===== config.mk =====
export PLATFORM = sky130hd
export DESIGN_NAME = ser_tx_brk
export DESIGN_NICKNAME = d
export VERILOG_FILES = /design/src/rtl/stx_pkg.sv /design/src/rtl/stx_regs.sv /design/src/rtl/stx_sched.sv /design/src/rtl/stx_shift.sv /design/src/rtl/ser_tx_brk.sv
export SDC_FILE = /design/constraint.sdc
export NUM_CORES = 1
export LEC_CHECK = 0
export BUFFER_PORTS_ARGS = -buffer_cell sky130_fd_sc_hd__buf_2
export CELL_PAD_IN_SITES_DETAIL_PLACEMENT = 1
export CELL_PAD_IN_SITES_GLOBAL_PLACEMENT = 1
export CORE_ASPECT_RATIO = 0.5
export CORE_UTILIZATION = 47
export DETAILED_ROUTE_END_ITERATION = 16
export GPL_ROUTABILITY_DRIVEN = 1
export PLACE_DENSITY = 0.84
export RECOVER_POWER = 100
export SLEW_MARGIN = 25
export SYNTH_ARGS = -nofsm -noshare
export SYNTH_HDL_FRONTEND = slang
export SYNTH_SLANG_ARGS = --single-unit

===== constraint.sdc =====
create_clock -name clk -period 4.73 [get_ports clk]
set_input_delay 0.473 -clock clk [delete_from_list [all_inputs] [get_ports clk]]
set_output_delay 0.473 -clock clk [all_outputs]
set_load 0.005 [all_outputs]

===== src/rtl/stx_pkg.sv =====
package stx_pkg;

  typedef enum logic [2:0] {
    K_NONE = 3'd0,
    K_PRE  = 3'd1,
    K_IDLE = 3'd2,
    K_BRK  = 3'd3,
    K_MARK = 3'd4,
    K_DATA = 3'd5
  } kind_e;

  // number of bit times a character of the given kind occupies
  function automatic int unsigned char_bits(kind_e k, int unsigned frame_bits);
    return (k == K_MARK) ? 1 : frame_bits;
  endfunction

endpackage


===== src/rtl/stx_regs.sv =====
module stx_regs #(
  parameter int DATA_W = 8
) (
  input  logic              clk,
  input  logic              rst_n,
  input  logic              mod_en,
  input  logic              ctl_wr,
  input  logic              ctl_tx_en,
  input  logic              ctl_brk,
  input  logic              data_wr,
  input  logic [DATA_W-1:0] data_in,
  input  logic              eng_busy,
  input  logic              ld_data,
  input  logic              ld_brk,
  output logic              tx_en,
  output logic              brk_on,
  output logic              brk_lat,
  output logic [DATA_W-1:0] hold,
  output logic              tx_empty,
  output logic              en_rise_busy,
  output logic              en_rise_idle
);

  logic en_wr_ok;
  logic en_rise;
  logic brk_rise;

  assign en_wr_ok     = ctl_wr && mod_en;
  assign en_rise      = en_wr_ok && ctl_tx_en && !tx_en;
  assign en_rise_busy = en_rise && eng_busy;
  assign en_rise_idle = en_rise && !eng_busy;
  assign brk_rise     = ctl_wr && ctl_brk && !brk_on;

  always_ff @(posedge clk) begin
    if (!rst_n) begin
      tx_en    <= 1'b0;
      brk_on   <= 1'b0;
      brk_lat  <= 1'b0;
      hold     <= '0;
      tx_empty <= 1'b1;
    end else begin
      if (en_wr_ok) tx_en <= ctl_tx_en;
      if (ctl_wr)   brk_on <= ctl_brk;
      if (brk_rise)    brk_lat <= 1'b1;
      else if (ld_brk) brk_lat <= 1'b0;
      if (data_wr) begin
        hold     <= data_in;
        tx_empty <= 1'b0;
      end else if (ld_data) begin
        tx_empty <= 1'b1;
      end
    end
  end

endmodule


===== src/rtl/stx_sched.sv =====
module stx_sched
  import stx_pkg::*;
#(
  parameter int DATA_W = 8,
  localparam int FB = DATA_W + 2,
  localparam int BW = $clog2(FB + 1)
) (
  input  logic              clk,
  input  logic              rst_n,
  input  logic              tx_en,
  input  logic              brk_on,
  input  logic              brk_lat,
  input  logic [DATA_W-1:0] hold,
  input  logic              tx_empty,
  input  logic              en_rise_busy,
  input  logic              en_rise_idle,
  input  logic              slot_free,
  output logic              ld,
  output kind_e             ld_kind,
  output logic [FB-1:0]     ld_frame,
  output logic [BW-1:0]     ld_bits,
  output logic              ld_data,
  output logic              ld_brk
);

  logic pre_p;
  logic idl_p;
  logic grd_p;

  function automatic logic [FB-1:0] build_frame(kind_e k, logic [DATA_W-1:0] d);
    case (k)
      K_BRK:   return '0;
      K_DATA:  return {1'b1, d, 1'b0};
      default: return '1;
    endcase
  endfunction

  always_comb begin
    if (!tx_en)                ld_kind = K_NONE;
    else if (brk_on || brk_lat) ld_kind = K_BRK;
    else if (grd_p)            ld_kind = K_MARK;
    else if (idl_p)            ld_kind = K_IDLE;
    else if (pre_p)            ld_kind = K_PRE;
    else if (!tx_empty)        ld_kind = K_DATA;
    else                       ld_kind = K_NONE;
  end

  assign ld       = slot_free && (ld_kind != K_NONE);
  assign ld_data  = ld && (ld_kind == K_DATA);
  assign ld_brk   = ld && (ld_kind == K_BRK);
  assign ld_frame = build_frame(ld_kind, hold);
  assign ld_bits  = BW'(char_bits(ld_kind, FB));

  always_ff @(posedge clk) begin
    if (!rst_n) begin
      pre_p <= 1'b0;
      idl_p <= 1'b0;
      grd_p <= 1'b0;
    end else begin
      if (en_rise_idle) pre_p <= 1'b0 | 1'b1;
      else if (ld && (ld_kind == K_PRE || ld_kind == K_BRK)) pre_p <= 1'b0;
      if (en_rise_busy) idl_p <= 1'b1;
      else if (ld && ld_kind == K_IDLE) idl_p <= 1'b0;
      if (ld_brk) grd_p <= 1'b1;
      else if (ld && ld_kind == K_MARK) grd_p <= 1'b0;
    end
  end

endmodule


===== src/rtl/stx_shift.sv =====
module stx_shift #(
  parameter int FB  = 10,
  parameter int OVS = 16,
  localparam int BW    = $clog2(FB + 1),
  localparam int SUB_W = (OVS > 1) ? $clog2(OVS) : 1
) (
  input  logic          clk,
  input  logic          rst_n,
  input  logic          baud_tick,
  input  logic          ld,
  input  logic [FB-1:0] ld_frame,
  input  logic [BW-1:0] ld_bits,
  output logic          txd,
  output logic          busy,
  output logic          slot_free,
  output logic          char_end
);

  logic [FB-1:0]    sh;
  logic [BW-1:0]    nbits;
  logic [BW-1:0]    bit_cnt;
  logic [SUB_W-1:0] sub;
  logic             bit_end;

  assign bit_end   = baud_tick && busy && (sub == SUB_W'(OVS - 1));
  assign char_end  = bit_end && (bit_cnt == nbits - BW'(1));
  assign slot_free = baud_tick && (!busy || char_end);
  assign txd       = busy ? sh[0] : 1'b1;

  always_ff @(posedge clk) begin
    if (!rst_n) begin
      sh      <= '1;
      nbits   <= '0;
      bit_cnt <= '0;
      sub     <= '0;
      busy    <= 1'b0;
    end else if (ld) begin
      sh      <= ld_frame;
      nbits   <= ld_bits;
      bit_cnt <= '0;
      sub     <= '0;
      busy    <= 1'b1;
    end else if (char_end) begin
      sh   <= '1;
      sub  <= '0;
      busy <= 1'b0;
    end else if (bit_end) begin
      sub     <= '0;
      bit_cnt <= bit_cnt + BW'(1);
      sh      <= {1'b1, sh[FB-1:1]};
    end else if (baud_tick && busy) begin
      sub <= sub + SUB_W'(1);
    end
  end

endmodule


===== src/rtl/ser_tx_brk.sv =====
module ser_tx_brk
  import stx_pkg::*;
#(
  parameter int DATA_W = 8,
  parameter int OVS    = 16
) (
  input  logic              clk,
  input  logic              rst_n,
  input  logic              mod_en,
  input  logic              baud_tick,
  input  logic              ctl_wr,
  input  logic              ctl_tx_en,
  input  logic              ctl_brk,
  input  logic              data_wr,
  input  logic [DATA_W-1:0] data_in,
  output logic              txd,
  output logic              tx_empty
);

  localparam int FB = DATA_W + 2;
  localparam int BW = $clog2(FB + 1);

  logic              tx_en;
  logic              brk_on;
  logic              brk_lat;
  logic [DATA_W-1:0] hold;
  logic              en_rise_busy;
  logic              en_rise_idle;
  logic              busy;
  logic              slot_free;
  logic              char_end;
  logic              ld;
  kind_e             ld_kind;
  logic [FB-1:0]     ld_frame;
  logic [BW-1:0]     ld_bits;
  logic              ld_data;
  logic              ld_brk;

  stx_regs #(.DATA_W(DATA_W)) u_regs (
    .clk          (clk),
    .rst_n        (rst_n),
    .mod_en       (mod_en),
    .ctl_wr       (ctl_wr),
    .ctl_tx_en    (ctl_tx_en),
    .ctl_brk      (ctl_brk),
    .data_wr      (data_wr),
    .data_in      (data_in),
    .eng_busy     (busy),
    .ld_data      (ld_data),
    .ld_brk       (ld_brk),
    .tx_en        (tx_en),
    .brk_on       (brk_on),
    .brk_lat      (brk_lat),
    .hold         (hold),
    .tx_empty     (tx_empty),
    .en_rise_busy (en_rise_busy),
    .en_rise_idle (en_rise_idle)
  );

  stx_sched #(.DATA_W(DATA_W)) u_sched (
    .clk          (clk),
    .rst_n        (rst_n),
    .tx_en        (tx_en),
    .brk_on       (brk_on),
    .brk_lat      (brk_lat),
    .hold         (hold),
    .tx_empty     (tx_empty),
    .en_rise_busy (en_rise_busy),
    .en_rise_idle (en_rise_idle),
    .slot_free    (slot_free),
    .ld           (ld),
    .ld_kind      (ld_kind),
    .ld_frame     (ld_frame),
    .ld_bits      (ld_bits),
    .ld_data      (ld_data),
    .ld_brk       (ld_brk)
  );

  stx_shift #(.FB(FB), .OVS(OVS)) u_shift (
    .clk       (clk),
    .rst_n     (rst_n),
    .baud_tick (baud_tick),
    .ld        (ld),
    .ld_frame  (ld_frame),
    .ld_bits   (ld_bits),
    .txd       (txd),
    .busy      (busy),
    .slot_free (slot_free),
    .char_end  (char_end)
  );

endmodule


# Yosys cells after proc, flatten, opt, wreduce, memory -nomap -nowiden
# Cells that the tools add are included.
# classes
n_addsub	3
n_eq_ne	7
n_bitwise	2
reduce_logical	34
n_mux	24
# op_table
op	n
$mux 10	3
$pmux 10 s2	1
$mux 3	6
$logic_and 1x1->1	17
$mux 1	13
$reduce_bool 2->1	6
$add 4x1->4 const B	2
$eq 3x2->1 const B	2
$eq 3x3->1 const B	2
$reduce_bool 3->1	2
$eq 4x4->1	1
$eq 4x4->1 const B	1
$mux 4	1
$reduce_or 4->1	1
$sub 4x1->4 const B	1
$eq 3x1->1 const B	1
$logic_not 1->1	3
$logic_or 1x1->1	3
$not 1->1	2
$reduce_and 2->1	1
$reduce_or 2->1	1
# word_totals
inputBits	16
output_inout_bits	2
ff_bits	38
word_cells	83

# Longest topological paths before layout
# Gate-level depths: netlist of the first run.
# depth
depth_word	11
depth_mapped	7
depth_no_buf	6

# Hierarchy
# From an unflattened synthesis of the first run, not the netlist that was laid out.
# hier_totals
hier_cells	240
area_unflattened_um2	2075.7
# modules_own_cells
module	seq_area_each_um2	cells_per_inst	n_inst	area_each_um2
stx_shift	460.4	139	1	1206.2
stx_regs	240.2	44	1	483.0
stx_sched	60.1	57	1	386.6

# Worst setup path before layout of the first run
# OpenSTA, ideal clock, no wires.
# synth_path
path_type	register -> register
start	register u_shift.nbits[0]
end	register u_shift.bit_cnt[3]
n_path_buf	1
required_ps	4662
arrival_time_ps	1723
period_less_slack_ps	1792
slack_ps	2938
setup_ps	68
path_stages_with_launch	8
cell_sequence	dfxtp_1 inv_1 ha_1 xor2_1 and4_1 buf_6 or4_4 a21oi_2
# synth_via
elab_chain_len	7
word_cells_on_any_way	9
cone_classes	1 x add/sub; 1 x eq/ne; 1 x bitwise; 6 x reduce/logical
# synth_rtl
element	line	source
from (decl)	stx_shift.sv:20	logic [BW-1:0] nbits;
from (signal assigned)	stx_shift.sv:39	nbits <= ld_bits;
$sub 4x1->4 *	stx_shift.sv:26	assign char_end = bit_end && (bit_cnt == nbits - BW'(1));
$eq 4x4->1 *	stx_shift.sv:26	
$logic_and 1x1->1 *	stx_shift.sv:26	
$logic_or 1x1->1	stx_shift.sv:27	assign slot_free = baud_tick && (!busy || char_end);
$logic_and 1x1->1	stx_shift.sv:27	
$logic_and 1x1->1	stx_sched.sv:48	assign ld = slot_free && (ld_kind != K_NONE);
$reduce_or 2->1 (no source line)	--	
to (signal assigned)	stx_shift.sv:49	bit_cnt <= bit_cnt + BW'(1);
to (decl)	stx_shift.sv:21	logic [BW-1:0] bit_cnt;
# Mark *: on every way between the ends. The rest lies on a longest branch, timed or not.
# A chain may end at the register's enable or synchronous reset.

# Final worst setup path of the first run
# layout_path
start	register u_sched.idl_p
end	register u_shift.sh[8]
# layout_via
elab_chain_len	7
word_cells_on_any_way	11
cone_classes	2 x eq/ne; 6 x mux; 3 x reduce/logical
# layout_rtl
element	line	source
from (decl)	stx_sched.sv:27	logic idl_p;
from (signal assigned)	stx_sched.sv:57	idl_p <= 1'b0;
from (signal assigned)	stx_sched.sv:62	if (en_rise_busy) idl_p <= 1'b1;
from (signal assigned)	stx_sched.sv:63	else if (ld && ld_kind == K_IDLE) idl_p <= 1'b0;
$mux 3 *	stx_sched.sv:42	else if (idl_p) ld_kind = K_IDLE;
$mux 3 *	stx_sched.sv:41	else if (grd_p) ld_kind = K_MARK;
$mux 3 *	stx_sched.sv:40	else if (brk_on || brk_lat) ld_kind = K_BRK;
$mux 3 *	stx_sched.sv:39	if (!tx_en) ld_kind = K_NONE;
$eq 3x3->1 (tied with other cells)	stx_sched.sv:31	case (k)
$pmux 10 s2 / $logic_and 1x1->1 (equally long branches)	stx_sched.sv:31, stx_sched.sv:48	
$mux 10 / $reduce_bool 3->1 (equally long branches)	--	
to (signal assigned)	stx_shift.sv:38	sh <= ld_frame;
to (signal assigned)	stx_shift.sv:50	sh <= {1'b1, sh[FB-1:1]};
to (decl)	stx_shift.sv:19	logic [FB-1:0] sh;
# Marked as above.

==> results.ini, run 1 <==
[yosys]
synth.most_common_cell = dfxtp_1
yosysTopAreaCellShare = 0.4082
avgSynthCellArea_um2 = 8.916
synth_area_um2 = 1765
synth-seq-cells = 36
synthArstFlopShare = 0
netlist_instances = 198
yosys.area.top_type = dfxtp_1
synth-edff-count = 0
yosysWarnings = 0
synthTopCellsByCount = 36 x dfxtp_1, 20 x nand2_1, 15 x nand3_1
synthFlopType = dfxtp_1
synth_cell_types = 48
synth_nets = 218
synth_seq_area_share = 0.4082
synth_area_leaders = dfxtp_1 41%, mux2i_1 5.7%, a32oi_1 4.5%

[global_routing]
grt_max_degree = 24
grtUsageTotal = 0.2435
grt-ovfl-total = 0
antenna_found_initial = 0
grt_pass1_wl_mm = 7.162
grt_pass1_vias = 1491

[floorplan]
rows = 15
initial_core_util = 0.5030
die_y_um = 45.34
dieArea_um2 = 4020
die_x_um = 88.68
io_pins = 18
core_um2 = 3510

[hold_path]
hold_class = input port to flop
hp-start = data_in[2]
min_to = u_regs.hold[2]
hold_path_depth = 3

[worst_setup_path]
cpPeakStageDelay_ns = 0.95
path_max_fanout = 9
r2r-end = u_shift.sh[8]
arrival_ns = 2.95
path_cells = nor3_1 -> a311oi_1 -> a211oi_1 -> a32oi_1
r2r_start = u_sched.idl_p
r2r_slack_ns = 1.89
worst_setup_path_end_kind = flop
cp_slowest_cell = a211oi_1
crit_path_start_kind = flop
worstRegToRegCells = 4
critPathKind = flop to flop
critical_path_required_ns = 4.83

[timing]
relSlewSlack = 0.2481
setup_violations = 0
finalMaxSlewViolations = 0
finalHoldViolCount = 0
tightest_slew_ns = 1.121
fmax_mhz = 351.8
min_period_over_period = 0.6010
fin_setup_tns_ns = 0
finClkSkew_ns = 0.006484
rsz0062_at_grt = no
fin_ws_ns = 1.887
post-route-min-period_ns = 2.843

[cts]
root_buffer = clkbuf_8
numCtsBuffers = 5
h-tree-depth = 2
cts.sinks = 36
cts_tree = built
cts_setup_buffers = 0
path_clk_slew_ns = 0.08
cts_hold_buf = 0
clkLatencyLatePin_ns = 0.29
cts_resized = 0
clockBufferDepth = 2

[finish]
nets = 231
antenna_cells = 0
areaGrowthSynthToFinish_pct = 9.710
drive_above_1_share = 0.1321

[run]
maxCapViolCount = 0

[detailed_routing]
drc = 0
via_count = 1560
drt_wl_total_mm = 4.342
wl_per_cell_um = 16.51
dr.first_iter.drc_count = 131
antenna_left = 0
vias_per_cell = 5.932
drt_first_pass_iters = 5

[placement]
port_buffers = 17
place_hpwl_mm = 2.976
gp_congestion = 0.7755
pre_cts_ws_ns = 2.606

[power_and_ir_drop]
ir_drop_v = 0.0001733
p_total_mw = 0.6544
p_leak_nw = 0.7637
power_density_nw_per_um2 = 337.9

[outcome]
status = finished, final reports clean

metrics by stage:
step	std cells	hold slack, ns	utilization	area (um2)
final	263	0.4223	0.5519	1937
after global routing	263	0.4439	0.5519	1937
after CTS	263	0.4209	0.5611	1969
after detailed placement	255	0.4725	0.5294	1858
after global placement	255	0.4659	0.5294	1858
after floorplan	198	0.4488	-	1765
worst max-delay path, delay by kind of cell (launching register included):
| family | cells | cell delay [ns] |
|---|---|---|
| AO/OA/AOI/OAI | 3 | 1.55 |
| AND/OR/NAND/NOR | 1 | 0.77 |
| flip-flops | 1 | 0.34 |
where the power goes:
part           total (mW)  switching, mW  internal [mW]
registers           0.322        0.00841          0.314
logic              0.0590         0.0373         0.0217
clock network       0.273          0.117          0.156
routing by layer:
metal / share of wire / GRT usage / vias up
li1: - / - / 758
met1: 0.47 / 0.3251 / 774
met2: 0.49 / 0.4031 / 24
met3: 0.041 / 0.06033 / 4
met4: 0.0058 / 0.05806 / 0
met5: 0 / 0 / -
kinds of logic after synthesis:
logic type      Yosys count  share of synthesized area
compound gates           53                     0.2240
xor+xnor                  7                    0.03473
fa+ha+maj                 4                    0.02835
buf+inv                  18                    0.04889
flops                    36                     0.4082
mux                      10                    0.05670
simple gates             70                     0.1992
cell usage in the layout (no fill, tap or decap), drive strengths merged, types with 2 or more instances in the layout:
cell type / count
a211oi: 5
a21oi: 8
a311o: 5
a311oi: 2
a31oi: 2
a32oi: 9
and2: 2
and3: 2
buf: 15
clkbuf: 8
clkinv: 2
dfxtp: 36
ha: 4
inv: 5
mux2i: 10
nand2: 21
nand2b: 3
nand3: 15
nand4: 3
nor2: 14
nor3: 3
o21ai: 15
o31ai: 2
or4: 2
xnor2: 2
xor2: 5
sequential cells by signal, summed over array words and instances (netlist names), 2 cells and up:
register,cells
u_shift.sh,10
u_shift.nbits,2
u_regs.hold,8
u_shift.sub,4
u_shift.bit_cnt,4
worst max-delay path by stage:
stage,startpoint,endpoint,slack [ns],cells after the start
floorplan,u_shift.nbits[0],u_shift.bit_cnt[3],2.94,7
global placement,rst_n,u_shift.sh[5],2.73,4
detailed placement,rst_n,u_shift.sh[8],2.61,4
CTS,u_shift.nbits[0],u_shift.sh[8],2.61,6
global route,u_sched.idl_p,u_shift.sh[2],1.73,4
finish,u_sched.idl_p,u_shift.sh[8],1.89,4
layout make-up:
type	count	area, um2
Inverter	6	22.52
Tap cell	51	63.81
Fill cell	440	1573
Timing Repair Buffer	18	88.84
Clock buffer	5	68.82
Clock inverter	3	42.54
Sequential cell	36	720.7
Multi-Input combinational cell	144	929.6
No activity file was read; power rests on OpenSTA's default activity.
==> run 2, diff against run 1 <==
--- a/config.mk
+++ b/config.mk
@@ -5,14 +5,15 @@
 export SDC_FILE = /design/constraint.sdc
 export NUM_CORES = 1
 export LEC_CHECK = 0
+export ABC_AREA = 1
 export BUFFER_PORTS_ARGS = -buffer_cell sky130_fd_sc_hd__buf_2
 export CELL_PAD_IN_SITES_DETAIL_PLACEMENT = 1
 export CELL_PAD_IN_SITES_GLOBAL_PLACEMENT = 1
 export CORE_ASPECT_RATIO = 0.5
-export CORE_UTILIZATION = 47
+export CORE_UTILIZATION = 42
 export DETAILED_ROUTE_END_ITERATION = 16
 export GPL_ROUTABILITY_DRIVEN = 1
-export PLACE_DENSITY = 0.84
+export PLACE_DENSITY = 0.8
 export RECOVER_POWER = 100
 export SLEW_MARGIN = 25
 export SYNTH_ARGS = -nofsm -noshare
==> constraint.sdc (replaced) <==
create_clock -name clk -period 2.8 [get_ports clk]
set_input_delay 0.28 -clock clk [delete_from_list [all_inputs] [get_ports clk]]
set_output_delay 0.28 -clock clk [all_outputs]
set_load 0.005 [all_outputs]
==> run 2 against run 1 <==
Against the previous run: die area increased by 28%; maximum frequency grew 22%; worst hold slack got worse by 0.21 ns; largest power group is now the clock network; sequential power grew 70%; largest cell class unchanged.
==> results.ini, run 2 <==
[finish]
nets = 344  ; was 231
final_common_cell = nand2_1  ; was dfxtp_1
antenna_cells = 0  ; unchanged
final_cell_mix = 104 x nand2_1, 39 x inv_1, 36 x dfxtp_1  ; was 36 x dfxtp_1, 20 x nand2_1, 15 x nand3_1
drive_above_1_share = 0.1262  ; was 0.1321
finish.instance_area_um2 = 2307  ; was 1937 um2
largest_reg_flops = 10  ; unchanged
reg_top3 = u_shift.sh: 10 flops, u_regs.hold: 8 flops  ; unchanged
areaGrowthSynthToFinish_pct = 13.13  ; was 9.710%
fin_cells = 391  ; was 263
top_register = u_shift.sh  ; unchanged

[cts]
clockBufferDepth = 2  ; unchanged
clkLatencyLatePin_ns = 0.29  ; about the same
path_clk_slew_ns = 0.08  ; about the same
root_buffer = clkbuf_8  ; unchanged
numCtsBuffers = 5  ; unchanged
cts_hold_buf = 0  ; unchanged
h-tree-depth = 2  ; unchanged
cts.sinks = 36  ; unchanged
cts_tree = built  ; unchanged
cts_resized = 0  ; unchanged
cts_setup_buffers = 0  ; unchanged

[yosys]
netlist_instances = 308  ; was 198
yosysTopAreaCellShare = 0.3534  ; was 0.4082
synth-seq-cells = 36  ; unchanged
synthArstFlopShare = 0  ; unchanged
synth_seq_area_share = 0.3534  ; was 0.4082
avgSynthCellArea_um2 = 6.622  ; was 8.916 um2
yosys.area.top_type = dfxtp_1  ; unchanged
yosysWarnings = 0  ; unchanged
synth_cell_types = 29  ; was 48
synth.most_common_cell = nand2_1  ; was dfxtp_1
synth_area_um2 = 2039  ; was 1765 um2
synth-edff-count = 0  ; unchanged
synthTopCellsByCount = 103 x nand2_1, 39 x inv_1, 36 x dfxtp_1  ; was 36 x dfxtp_1, 20 x nand2_1, 15 x nand3_1
synth_nets = 328  ; was 218
synth_area_leaders = dfxtp_1 35%, nand2_1 19%, nand3_1 8.1%  ; was dfxtp_1 41%, mux2i_1 5.7%, a32oi_1 4.5%
synthFlopType = dfxtp_1  ; unchanged

[global_routing]
grtUsageTotal = 0.2188  ; was 0.2435
grt_pass1_vias = 1914  ; was 1,491
grt.busiest_layer = met2  ; unchanged
grt_use_met2 = 0.3653  ; was 0.4031
antenna_found_initial = 0  ; unchanged
gr-usage-met3 = 0.05335  ; was 0.06033
grt_pass1_wl_mm = 8.694  ; was 7.162 mm
grt-ovfl-total = 0  ; unchanged
grt_util_met1 = 0.2873  ; was 0.3251
grt_max_degree = 25  ; was 24

[power_and_ir_drop]
p_leak_nw = 1.229  ; was 0.7637 nW
ir_drop_v = 0.0002319  ; was 0.0001733 V
power_density_nw_per_um2 = 575.8  ; was 337.9 nW/um2

[worst_setup_path]
critical_path_required_ns = 3.04  ; was 4.83 ns
r2r_slack_ns = 0.46  ; was 1.89 ns
cp_slowest_cell = nand2_1  ; was a211oi_1
cp_top_family = simple AND/OR/NAND/NOR gates  ; was compound AO/OA/AOI/OAI gates
crit_top_cell = nand2_1
cpPeakStageDelay_ns = 0.37  ; was 0.95 ns
path_cells = inv_1 -> ha_1 -> inv_1 -> nand2_1 -> nand2_1 -> nor2_1 -> nand3_4 -> nand2_4 -> nand2_4 -> nand2_1 -> nand2_1 -> nand2_1  ; was nor3_1 -> a311oi_1 -> a211oi_1 -> a32oi_1
worst_setup_path_end_kind = flop  ; unchanged
r2r_start = u_shift.nbits[0]  ; was u_sched.idl_p
critPathBufInv = 2  ; was 0
arrival_ns = 2.57  ; was 2.95 ns
worstRegToRegCells = 12  ; was 4
path_max_fanout = 24  ; was 9
critPathKind = flop to flop  ; unchanged
r2r-end = u_shift.sh[6]  ; was u_shift.sh[8]
crit_path_start_kind = flop  ; unchanged

[detailed_routing]
drt_first_pass_iters = 4  ; was 5
drt_wl_total_mm = 4.835  ; was 4.342 mm
dr.first_iter.drc_count = 60  ; was 131
antenna_left = 0  ; unchanged
vias_per_cell = 4.795  ; was 5.932
drc = 0  ; unchanged
wl_per_cell_um = 12.37  ; was 16.51 um
via_count = 1875  ; was 1,560

[floorplan]
die_y_um = 51.28  ; was 45.34 um
initial_core_util = 0.4502  ; was 0.5030
rows = 17  ; was 15
die_x_um = 100.5  ; was 88.68 um
core_um2 = 4531  ; was 3510 um2
dieArea_um2 = 5155  ; was 4020 um2
io_pins = 18  ; unchanged

[placement]
place_hpwl_mm = 3.593  ; was 2.976 mm
port_buffers = 17  ; unchanged
pre_cts_ws_ns = 0.5905  ; was 2.606 ns
post-place-cells = 383  ; was 255
place_area_um2 = 2155  ; was 1858 um2
gp_congestion = 0.7725  ; was 0.7755

[timing]
holdWs_ns = 0.2079  ; was 0.4223 ns
min_period_over_period = 0.8341  ; was 0.6010
post-route-min-period_ns = 2.336  ; was 2.843 ns
fin_setup_tns_ns = 0  ; unchanged
relSlewSlack = 0.3940  ; was 0.2481
fin_ws_ns = 0.4644  ; was 1.887 ns
finalMaxSlewViolations = 0  ; unchanged
rsz0062_at_grt = no  ; unchanged
finClkSkew_ns = 0.005709  ; was 0.006484 ns
setup_violations = 0  ; unchanged
finalHoldViolCount = 0  ; unchanged
tightest_slew_ns = 0.9090  ; was 1.121 ns
fmax_mhz = 428.2  ; was 351.8 MHz

[hold_path]
hold_path_depth = 3  ; unchanged
min_to = u_regs.hold[7]  ; was u_regs.hold[2]
hp-start = data_in[7]  ; was data_in[2]
hold_class = input port to flop  ; unchanged

[run]
maxCapViolCount = 0  ; unchanged

[outcome]
status = finished, final reports clean  ; unchanged

## run 2: changes by cell type after synthesis, moves of 4 or more
cell	delta
inv_1	+34
o21ai_0	-4
mux2i_1	-9
nand3_1	+18
a311o_1	-4
a21oi_1	+5
nand2_1	+83
a211oi_1	-4
a32oi_1	-9
nor2_1	+13
nand3_2	+9
## run 2: worst max-delay path by stage
stage | start | depth (start not counted) | endpoint
finish | u_shift.nbits[0] | 12 | u_shift.sh[6]
detailed placement | u_shift.nbits[0] | 11 | u_shift.nbits[0]
CTS | u_shift.nbits[0] | 12 | u_shift.sh[0]
global route | u_shift.nbits[0] | 12 | u_shift.sh[5]
floorplan | u_shift.nbits[0] | 14 | u_shift.sh[0]
global placement | u_shift.nbits[0] | 11 | u_shift.nbits[0]
## run 2: cells by family (layout without fill, tap and decap cells)
kind of cell    count (synthesis)  in the layout  synth area share
simple gates                  188            188            0.4337
compound gates                 23             23           0.05705
fa+ha+maj                       4              4           0.02454
mux                             1              1          0.004908
buf+inv                        51             68            0.1049
xor+xnor                        5              5           0.02148
flops                          36             36            0.3534
## run 2: power by group
part | internal [mW] | switching (mW)
logic | 0.0446 | 0.0844
clock network | 0.446 | 0.205
registers | 0.534 | 0.0153
## run 2: stage by stage
step             util  power, mW
5_1_grt        0.5093      1.385
3_5_place_dp   0.4756     0.6906
3_3_place_gp   0.4756     0.6838
6_report       0.5093      1.328
2_1_floorplan       -     0.6549
4_1_cts        0.5106      1.341
## run 2: layout make-up
cell class,instances,area (um2)
Fill cell,623,2223
Multi-Input combinational cell,221,1102
Sequential cell,36,720.7
Inverter,43,161.4
Clock inverter,3,90.09
Tap cell,66,82.58
Timing Repair Buffer,17,81.33
Clock buffer,5,68.82
## run 2: tightest hold or removal path: stages
cell and delay [ns]:
buf_2 0.07, nor2_1 0.03, nor2_1 0.08
## run 2: layer usage
layer	share of wire	routed length [um]
met1	0.52	2537
met2	0.44	2141
met3	0.026	124
met4	0.0064	31
met5	0	0
